<file path="src/rtl/adc_so_pkg.sv">
package adc_so_pkg;
  localparam int RES_BITS   = 12;
  localparam int FRAME_BITS = 16;
  localparam int PAD_BITS   = FRAME_BITS - RES_BITS;
  localparam int POS_W      = $clog2(FRAME_BITS + 1);

  typedef logic [RES_BITS-1:0]   res_t;
  typedef logic [FRAME_BITS-1:0] frame_t;
  typedef logic [POS_W-1:0]      pos_t;

  function automatic frame_t make_frame(input res_t r);
    return {{PAD_BITS{1'b0}}, r};
  endfunction
endpackage

</file>
<file path="src/rtl/adc_so_sync.sv">
module adc_so_sync #(
  parameter int STAGES = 2
) (
  input  logic clk,
  input  logic rst_n,
  input  logic async_i,
  output logic rise_o,
  output logic fall_o
);
  logic [STAGES-1:0] chain;
  logic              prev;

  generate
    if (STAGES == 1) begin : g_single
      always_ff @(posedge clk or negedge rst_n) begin
        if (!rst_n) chain <= '0;
        else        chain <= async_i;
      end
    end else begin : g_multi
      always_ff @(posedge clk or negedge rst_n) begin
        if (!rst_n) chain <= '0;
        else        chain <= {chain[STAGES-2:0], async_i};
      end
    end
  endgenerate

  always_ff @(posedge clk or negedge rst_n) begin
    if (!rst_n) prev <= 1'b0;
    else        prev <= chain[STAGES-1];
  end

  assign rise_o = chain[STAGES-1] & ~prev;
  assign fall_o = ~chain[STAGES-1] & prev;
endmodule

</file>
<file path="src/rtl/adc_so_conv.sv">
module adc_so_conv
  import adc_so_pkg::*;
#(
  parameter int CONV_CYCLES = 1500
) (
  input  logic clk,
  input  logic rst_n,
  input  logic start_i,
  input  res_t data_i,
  output logic busy_o,
  output logic load_o,
  output res_t result_o
);
  localparam int CNT_W = (CONV_CYCLES > 1) ? $clog2(CONV_CYCLES) : 1;
  localparam logic [CNT_W-1:0] CNT_INIT = CNT_W'(CONV_CYCLES - 1);

  logic [CNT_W-1:0] remain;

  assign load_o = busy_o && (remain == '0);

  always_ff @(posedge clk or negedge rst_n) begin
    if (!rst_n) begin
      busy_o   <= 1'b0;
      remain   <= '0;
      result_o <= '0;
    end else if (start_i) begin
      busy_o <= 1'b1;
      remain <= CNT_INIT;
    end else if (busy_o) begin
      if (remain == '0) begin
        busy_o   <= 1'b0;
        result_o <= data_i;
      end else begin
        remain <= remain - 1'b1;
      end
    end
  end
endmodule

</file>
<file path="src/rtl/adc_so_shift.sv">
module adc_so_shift
  import adc_so_pkg::*;
(
  input  logic   clk,
  input  logic   rst_n,
  input  logic   sclk_rise_i,
  input  logic   sclk_fall_i,
  input  logic   force_idle_i,
  input  frame_t frame_i,
  output logic   sdata_o,
  output logic   oe_o,
  output pos_t   pos_o
);
  localparam pos_t LAST_POS = POS_W'(FRAME_BITS);

  frame_t shreg;

  assign sdata_o = shreg[FRAME_BITS-1];

  always_ff @(posedge clk or negedge rst_n) begin
    if (!rst_n) begin
      shreg <= '0;
      oe_o  <= 1'b0;
      pos_o <= '0;
    end else if (force_idle_i) begin
      oe_o  <= 1'b0;
      pos_o <= '0;
    end else if (sclk_rise_i) begin
      oe_o  <= 1'b1;
      pos_o <= (pos_o == LAST_POS) ? pos_t'(1) : pos_o + 1'b1;
      if (pos_o == '0 || pos_o == LAST_POS) shreg <= frame_i;
      else                                  shreg <= shreg << 1;
    end else if (sclk_fall_i && pos_o == LAST_POS) begin
      oe_o  <= 1'b0;
      pos_o <= '0;
    end
  end
endmodule

</file>
<file path="src/rtl/adc_serial_out.sv">
module adc_serial_out
  import adc_so_pkg::*;
#(
  parameter int CONV_CYCLES = 1500,
  parameter int SYNC_STAGES = 2
) (
  input  logic                clk,
  input  logic                rst_n,
  input  logic                convst_i,
  input  logic                sclk_i,
  input  logic [RES_BITS-1:0] conv_data_i,
  output logic                sdata_o,
  output logic                sdata_oe_o
);
  logic cv_rise, cv_fall;
  logic sclk_rise, sclk_fall;
  logic busy, load;
  res_t res_q;
  pos_t pos;

  adc_so_sync #(.STAGES(SYNC_STAGES)) i_sync_cv (
    .clk(clk), .rst_n(rst_n), .async_i(convst_i),
    .rise_o(cv_rise), .fall_o(cv_fall)
  );

  adc_so_sync #(.STAGES(SYNC_STAGES)) i_sync_sclk (
    .clk(clk), .rst_n(rst_n), .async_i(sclk_i),
    .rise_o(sclk_rise), .fall_o(sclk_fall)
  );

  adc_so_conv #(.CONV_CYCLES(CONV_CYCLES)) i_conv (
    .clk(clk), .rst_n(rst_n), .start_i(cv_rise), .data_i(conv_data_i),
    .busy_o(busy), .load_o(load), .result_o(res_q)
  );

  adc_so_shift i_shift (
    .clk(clk), .rst_n(rst_n),
    .sclk_rise_i(sclk_rise), .sclk_fall_i(sclk_fall),
    .force_idle_i(cv_fall), .frame_i(make_frame(res_q)),
    .sdata_o(sdata_o), .oe_o(sdata_oe_o), .pos_o(pos)
  );
endmodule

</file>
<file path="config.mk">
export PLATFORM = sky130hd
export DESIGN_NAME = adc_serial_out
export DESIGN_NICKNAME = d
export VERILOG_FILES = /design/src/rtl/adc_so_pkg.sv /design/src/rtl/adc_so_sync.sv /design/src/rtl/adc_so_conv.sv /design/src/rtl/adc_so_shift.sv /design/src/rtl/adc_serial_out.sv
export SDC_FILE = /design/constraint.sdc
export NUM_CORES = 1
export LEC_CHECK = 0
export BUFFER_PORTS_ARGS = -buffer_cell sky130_fd_sc_hd__buf_2
export CORE_MARGIN = 8
export CORE_UTILIZATION = 35
export CTS_CLUSTER_DIAMETER = 200
export CTS_CLUSTER_SIZE = 12
export DETAILED_ROUTE_END_ITERATION = 8
export SETUP_SLACK_MARGIN = 0.02
export SYNTH_ARGS = -nofsm -noshare
export SYNTH_HDL_FRONTEND = slang
export SYNTH_SLANG_ARGS = --single-unit
</file>
<file path="constraint.sdc">
create_clock -name clk -period 3.6 [get_ports clk]
set_input_delay 0.36 -clock clk [delete_from_list [all_inputs] [get_ports clk]]
set_output_delay 0.36 -clock clk [all_outputs]
set_load 0.02 [all_outputs]
</file>
---- Word-level counts from Yosys, hierarchy flattened ----
Cells that the tools add are included.
cells by class
  add/sub/neg operators ................... 2
  equality and inequality tests ........... 2
  mux-type cells .......................... 14
  bitwise logic cells ..................... 10
  reductions and logical operators ........ 9
operator list
  cell                     number
  $mux W11                 3
  $mux W5                  4
  $mux W16                 1
  $logic_not A11 Y1        1
  $sub A11 B1 Y11 const B  1
  $mux W1                  6
  $not A1 Y1               6
  $add A5 B1 Y5 const B    1
  $eq A5 B5 Y1 const B     1
  $logic_not A5 Y1         1
  $and A1 B1 Y1            4
  $reduce_and A2 Y1        2
  $reduce_and A3 Y1        1
  $reduce_bool A3 Y1       1
  $ne A2 B2 Y1 const B     1
  $reduce_bool A2 Y1       1
  $logic_and A1 B1 Y1      1
  $logic_or A1 B1 Y1       1
word-level totals
  register bits ........................... 52
  output and inout port bits .............. 2

---- Longest topological paths before layout ----
Gate-level depths: netlist (run 1).
  word-level depth ........................ 6
  mapped depth ............................ 7
  mapped depth without buffers ............ 6

---- Modules after synthesis ----
Synthesis (run 1) repeated with hierarchy kept, for this count alone.
unflattened totals
  cells, all modules ...................... 206
  area, all modules ....................... 2378.5 µm²
modules (own cells, without submodules)
  module          instances  cells each  area each (µm²)
  adc_so_conv     1          90          1116.1
  adc_so_shift    1          105         1078.5
  adc_so_sync     2          5           90.1
  adc_serial_out  1          1           3.8

---- Least setup slack after synthesis (run 1) ----
Ideal clock, no wire load.
  path type ............................... register to register
  start ................................... register i_conv.remain[0]
  end ..................................... register i_conv.remain[10]
  library setup time ...................... 0.118 ns
  arrival ................................. 1.775 ns
  slack ................................... 1.707 ns
  cell stages (with the launch flop) ...... 7
  path buffers ............................ 0
  clock period less this slack ............ 1.893 ns
  path through ............................ dfrtp_1 > inv_1 > ha_1 > or4bb_1 > or2_1 > or3_1 > a21o_1
on the way
  longest elaborated chain between the ends .. 4
  elaborated cells on any way between the ends .. 7
  those cells by class .................... add/sub: 1; eq/ne: 1; mux: 3; reduce/logical: 2
RTL lines
  what                    line               source
  from (decl)             adc_so_conv.sv:17  logic [CNT_W-1:0] remain;
  from (signal assigned)  adc_so_conv.sv:34  remain <= remain - 1'b1;
  $sub A11 B1 Y11         adc_so_conv.sv:34
  $mux W11                adc_so_conv.sv:30  if (remain == '0) begin
  $mux W11                adc_so_conv.sv:29  end else if (busy_o) begin
  $mux W11                adc_so_conv.sv:26  end else if (start_i) begin
Parallel ways exist; a longest one is shown, timed or not. The select of a mux whose other input is x is not followed.
A chain may end at the register's enable or synchronous reset.

---- Worst setup path in the final report (run 1) ----
  start ................................... register i_shift.pos_o[0]
  end ..................................... register i_shift.pos_o[2]
on the way
  longest elaborated chain between the ends .. 4
  elaborated cells on any way between the ends .. 7
  those cells by class .................... add/sub: 1; eq/ne: 1; mux: 3; reduce/logical: 2
RTL lines
  what                                                  line                                    source
  from (decl)                                           adc_so_shift.sv:12                      output pos_t pos_o
  from (signal assigned)                                adc_so_shift.sv:30                      pos_o <= (pos_o == LAST_POS) ? pos_t'(1) : pos_o + 1'b1;
  $add A5 B1 Y5 / $eq A5 B5 Y1 (equally long branches)  adc_so_shift.sv:30, adc_so_shift.sv:33
  $mux W5                                               adc_so_shift.sv:30
  $mux W5                                               adc_so_shift.sv:28                      end else if (sclk_rise_i) begin
  $mux W5                                               adc_so_shift.sv:25                      end else if (force_idle_i) begin
Parallel ways exist; a longest one is shown, timed or not.

==> impl_results.md, run 1 <==
- Max transition margin: 27.19%
- Area grow syn2layout: 11.41%
- Vias in the first global route: 1531
- Slowest cell on the critical path: a311oi_1
- Overall routed net length: 3893 um
- GP Congestion: 0.7892
- Register area share after synthesis: 57.87%
- Switch share: 28.48%
- Post-Synth Adder-Cell Area: 1.669%
- CTS root buffer: clkbuf_8
- Post-synth ARST share: 100.0%
- Power density cells: 496.2 mW/mm2
- Ys flop type: dfrtp_1
- FP Rows: 29
- Gate count of the mapped netlist: 198
- Nets@finish: 235
- VDD IR max: 236.9 uV
- Remaining DRCs: 0
- Final setup fails: 0
- Post-DR wirelength/cell: 13.24 um
- Tmin final: 2.123 ns
- Drt first pass iters: 4
- Commonest non-fill, non-tap cells in the layout: dfrtp_1 (52), nand2_1 (23), o21ai_0 (18), buf_2 (17), mux2_2 (12)
- Die H: 96.15 um
- Max incr delay on CP: 0.68 ns
- Ports: 18
- Total CTS buffers: 5
- Switching power: 354.0 uW
- Synth Area in Compound Gates: 11.85%
- WP data arrival: 2.36 ns
- Post-synthesis mux area share: 10.91%
- Avg Cell Area, Syn: 11.36 um2
- Power Internal: 889.0 uW
- Layout Utilization: 39.90%
- Clk sinks: 52
- Slew Limit Fails: 0
- Setup TNS: 0 ns
- Antenna Nets Post-Route: 0
- GRT Total Usage: 9.341%
- Commonest non-fill, non-tap cell in the layout: dfrtp_1
- Fin crit share: 58.98%
- Core area: 0.006277 mm2
- Worst skew pair latency: 0.31 ns
- Pwr Total: 1.243 mW
- Largest family of logic cells by synthesized area: simple AND/OR/NAND/NOR gates
- Synth Cell Area: 0.002248 mm2
- Max Clk Rate: 470.9 MHz
- Post-synthesis simple-gate area fraction: 14.47%
- Grt ovf: 0
- Setup Skew: 0.01291 ns
- Post-Syn Nets: 217
- Max-cap violation count: 0
- Initial antenna violation count: 0
- Synth Register Bits: 52
- Count of cell types in the netlist: 39
- CTS tree: yes
- DIE AREA: 0.009245 mm2
- Largest net degree at the start of global routing: 42
- Critical Path End Type: register
- Crit Path Class: reg -> reg
- Final Hold Violating Endpoints: 0
- Vias: 1505
- First-pass GRT wire length: 6851 um
- Leakage: 1.114 nW
- Initial core utilization: 35.82%
- Seq pwr share: 56.9%
- Worst path required time: 3.84 ns
- CP Launch Type: register
- Port bufs: 17
- XOR/XNOR Fraction of Synth Area: 0.7791%
- Starting DRC count in detailed routing: 55
- RSZ-0062 raised after global routing: no
- Post-synth EDFFs: 0
- Transition time of the tightest slew-check pin: 1.092 ns
- Share of cells above drive strength 1: 20.74%
- Crit path cell chain: inv_1 -> ha_1 -> nor3b_2 -> buf_4 -> a311oi_1 -> o21bai_1 -> a22o_1
- Worst R2R Start: i_shift.pos_o[0]
- Hold/Removal Path Class: in -> async
- H-tree depth: 2
- Critical path origin: i_shift.pos_o[0]
- Post-DP HPWL: 2652 um
- Antenna Cells: 0
- # hold bufs at CTS: 0
- Ys Warns: 0
- Comb pwr share: 16.3%
- Worst-path fanout max: 15
- CTS resizes: 0
- Setup Fix Bufs, Post-CTS: 0
- Die X: 96.15 um
- Vias per cell: 5.119
- Status: finished, final reports clean
- Worst-path clk slew: 0.10 ns
- Clk network pwr share: 26.8%
- Max clock buf depth: 2
## cells by family (layout without fill, tap and decap cells)
family | count (synthesis) | count (layout)
DFF | 52 | 52
and+or+nand+nor | 62 | 62
AOI/OAI and AO/OA | 42 | 42
adders and majority gates | 3 | 3
muxes | 23 | 23
buffers and inverters | 14 | 33
xor gates and xnor gates | 2 | 2
## sequential cells by signal, indices dropped and copies added (netlist names)
signal,cells
i_sync_sclk.prev,1
i_conv.result_o,12
i_sync_cv.prev,1
i_sync_sclk.chain,2
i_shift.oe_o,1
i_conv.remain,11
i_shift.pos_o,5
i_conv.busy_o,1
i_shift.shreg,16
i_sync_cv.chain,2
## metal layers
metal  up-vias  global-route usage (%)  share of wire (%)
li1        738                       -                  -
met1       746                   11.81                 49
met2        19                   14.59                 47
met3         2                   2.730                3.4
met4         0                   3.841                1.2
met5         -                       0                  0
## worst paths after layout
kind	depth (start not counted)	slack [ns]	endpoint
worst min register to register	0	0.36	i_sync_sclk.chain[1]
worst max-delay path	7	1.48	i_shift.pos_o[2]
worst min-delay path	1	0.16	i_conv.result_o[7]
worst max register to register	7	1.48	i_shift.pos_o[2]
max in group asynchronous	2	2.72	i_shift.shreg[15]
min in group clk	1	0.16	i_sync_cv.chain[0]
## cell usage after synthesis (all sizes together), types with 3 or more instances
library cell | instances | area [um2]
nor2b | 4 | 25.02
mux2 | 12 | 135.1
a21oi | 6 | 30.03
clkbuf | 6 | 22.52
nor3 | 3 | 15.01
nand2 | 23 | 86.33
o22a | 3 | 26.28
o21ai | 18 | 90.09
nor2 | 6 | 22.52
mux2i | 11 | 110.1
ha | 3 | 37.54
a22o | 5 | 43.79
dfrtp | 52 | 1301
inv | 6 | 22.52
nand3 | 7 | 35.03
or3 | 3 | 18.77
nor3b | 3 | 27.52
## layout make-up
cell class              count  area, um2
fillers                   610       3772
flip-flops and latches     52       1301
multi-input cells         132      892.1
repair buffers             19      100.1
well taps                  77      96.34
clock buffers               5      68.82
clock inverters             3      23.77
inverters                   6      22.52
## power by group through the flow
stage / clock [mW] / sequential (mW) / combinational (mW)
floorplan: 0 / 0.708 / 0.155
detailed placement: 0 / 0.719 / 0.204
finish: 0.333 / 0.707 / 0.203
global route: 0.368 / 0.719 / 0.232
CTS: 0.350 / 0.707 / 0.206
global placement: 0 / 0.717 / 0.200
## metrics by stage
stage,worst slack (ns),std cells,cell area [um2],hold WS (ns)
floorplan,1.707,198,2248,0.06441
global placement,1.561,286,2412,0.3345
detailed placement,1.516,286,2412,0.3426
CTS,1.492,294,2505,0.1528
global route,1.268,294,2505,0.1567
finish,1.477,294,2505,0.1564
## worst max-delay path: cells and delay by family (launching register included)
kind                     cells  cell delay [ns]
AO/OA/AOI/OAI                3             1.04
adder cells (fa/ha/maj)      1             0.19
buffers and inverters        2             0.27
flip-flops                   1             0.42
AND/OR/NAND/NOR              1             0.15
Power figures use the tool's default switching activity.
==> run 2: changes to the inputs <==
clock period = 2.15 ns   (was 3.6 ns; I/O delays follow)
==> impl_results.md, run 2 (synthesis results as in run 1) <==
- WP data arrival: 2.19 ns
- First-pass GRT wire length: 7010 um
- Final Hold Violating Endpoints: 0
- Max Clk Rate: 500.3 MHz
- Transition time of the tightest slew-check pin: 0.6051 ns
- Port bufs: 17
- Clk sinks: 52
- Antenna Cells: 0
- Initial antenna violation count: 0
- Nets@finish: 243
- Min-delay src: convst_i
- Largest net degree at the start of global routing: 29
- Core area: 0.006277 mm2
- Antenna Nets Post-Route: 0
- Total CTS buffers: 5
- Final hold slack: 0.02186 ns
- Largest regs: i_shift.shreg x16, i_conv.result_o x12, i_conv.remain x11
- Initial core utilization: 35.82%
- Crit path cell chain: inv_1 -> ha_1 -> or4bb_1 -> or2_1 -> or3_1 -> a21o_1
- Max-cap violation count: 0
- Starting DRC count in detailed routing: 49
- Remaining DRCs: 0
- CTS tree: yes
- Share of cells above drive strength 1: 23.11%
- Critical Path End Type: register
- Fin crit share: 92.97%
- Overall routed net length: 3909 um
- M2 GR Usage: 15.10%
- Leakage: 1.166 nW
- CTS resizes: 0
- CTS root buffer: clkbuf_8
- Worst R2R Start: i_conv.remain[0]
- Final setup fails: 0
- Fin cells: 302
- H-tree depth: 2
- GRT Total Usage: 9.594%
- Vias in the first global route: 1535
- Worst-path clk slew: 0.09 ns
- CP Launch Type: register
- Crit Path Class: reg -> reg
- Setup TNS: 0 ns
- Post-DR wirelength/cell: 12.94 um
- RSZ-0062 raised after global routing: no
- Critical path origin: i_conv.remain[0]
- VDD IR max: 322.1 uV
- Met3 Usage GRT: 2.730%
- Area grow syn2layout: 14.91%
- Max reg flops: 16
- Worst-path fanout max: 4
- Vias: 1507
- Hold/Removal Path Class: in -> reg
- DIE AREA: 0.009245 mm2
- Max incr delay on CP: 0.51 ns
- Status: finished, final reports clean
- Slew Limit Fails: 0
- FP Rows: 29
- Buf/Inv on CP: 1
- Ports: 18
- Max clock buf depth: 2
- Commonest non-fill, non-tap cells in the layout: dfrtp_1 (52), nand2_1 (23), o21ai_0 (18), buf_2 (17), mux2_2 (12)
- Commonest non-fill, non-tap cell in the layout: dfrtp_1
- Placed Instances: 293
- Setup Skew: 0.01031 ns
- Die X: 96.15 um
- Grt ovf: 0
- Power density cells: 820.8 mW/mm2
- Worst path required time: 2.34 ns
- Delay-heaviest family, CP: simple AND/OR/NAND/NOR gates
- Die H: 96.15 um
- Drt first pass iters: 4
- Final instance area: 0.002584 mm2
- GR peak layer: met2
- Placed standard-cell area: 0.002477 mm2
- Vias per cell: 4.990
- Max transition margin: 59.66%
- Routing usage on met1: 11.79%
- FILL cells: 617
- Slowest cell on the critical path: or4bb_1
- Tmin final: 1.999 ns
- Biggest register: i_shift.shreg
- Post-DP HPWL: 2768 um
- Worst skew pair latency: 0.30 ns
- GP Congestion: 0.7971
==> run 2: area by class of cell <==
cell class | count | area [um2] | share of cell area [%]
Inverter | 6 | 22.52 | 0.8717
Clock inverter | 2 | 13.76 | 0.5327
Timing Repair Buffer | 27 | 175.2 | 6.780
Tap cell | 77 | 96.34 | 3.729
Clock buffer | 6 | 82.58 | 3.196
Sequential cell | 52 | 1301 | 50.36
Multi-Input combinational cell | 132 | 892.1 | 34.53
==> run 2: layer usage <==
| layer | up-vias | wire (um) | share of wire, % |
|---|---|---|---|
| met5 | - | 0 | 0 |
| met4 | 0 | 83 | 2.1 |
| met3 | 8 | 133 | 3.4 |
| met2 | 20 | 1828 | 47 |
| met1 | 728 | 1863 | 48 |
| li1 | 751 | - | - |
==> run 2: worst paths after layout <==
path / end / slack (ns) / depth (start not counted)
worst min register to register: i_sync_cv.chain[1] / 0.35 / 0
max in group asynchronous: i_sync_cv.chain[1] / 1.14 / 3
worst max-delay path: i_conv.remain[10] / 0.15 / 6
worst max register to register: i_conv.remain[10] / 0.15 / 6
min in group asynchronous: i_conv.result_o[7] / 0.44 / 2
worst min-delay path: i_sync_cv.chain[0] / 0.02 / 1
==> run 2: where the power goes <==
part / switching (mW) / internal, mW / leakage, nW / total (mW)
Sequential: 0.0856 / 1.10 / 0.623 / 1.18
Clock: 0.317 / 0.264 / 0.0516 / 0.581
Combinational: 0.182 / 0.173 / 0.491 / 0.355
Total: 0.585 / 1.54 / 1.17 / 2.12
==> run 2: metrics by stage <==
stage | total power, mW | setup WS [ns] | utilization (%)
3_3_place_gp | 1.554 | 0.2034 | 39.47
2_1_floorplan | 1.444 | 0.2569 | -
6_report | 2.121 | 0.1511 | 41.16
4_1_cts | 2.166 | 0.1544 | 41.16
3_5_place_dp | 1.565 | 0.1811 | 39.47
5_1_grt | 2.260 | 0.05440 | 41.16
==> run 2: timing repair <==
item                       CTS  global route
setup buffers                0             0
setup endpoints to repair    0             0
hold endpoints to repair    25             0
hold buffers                 1             0
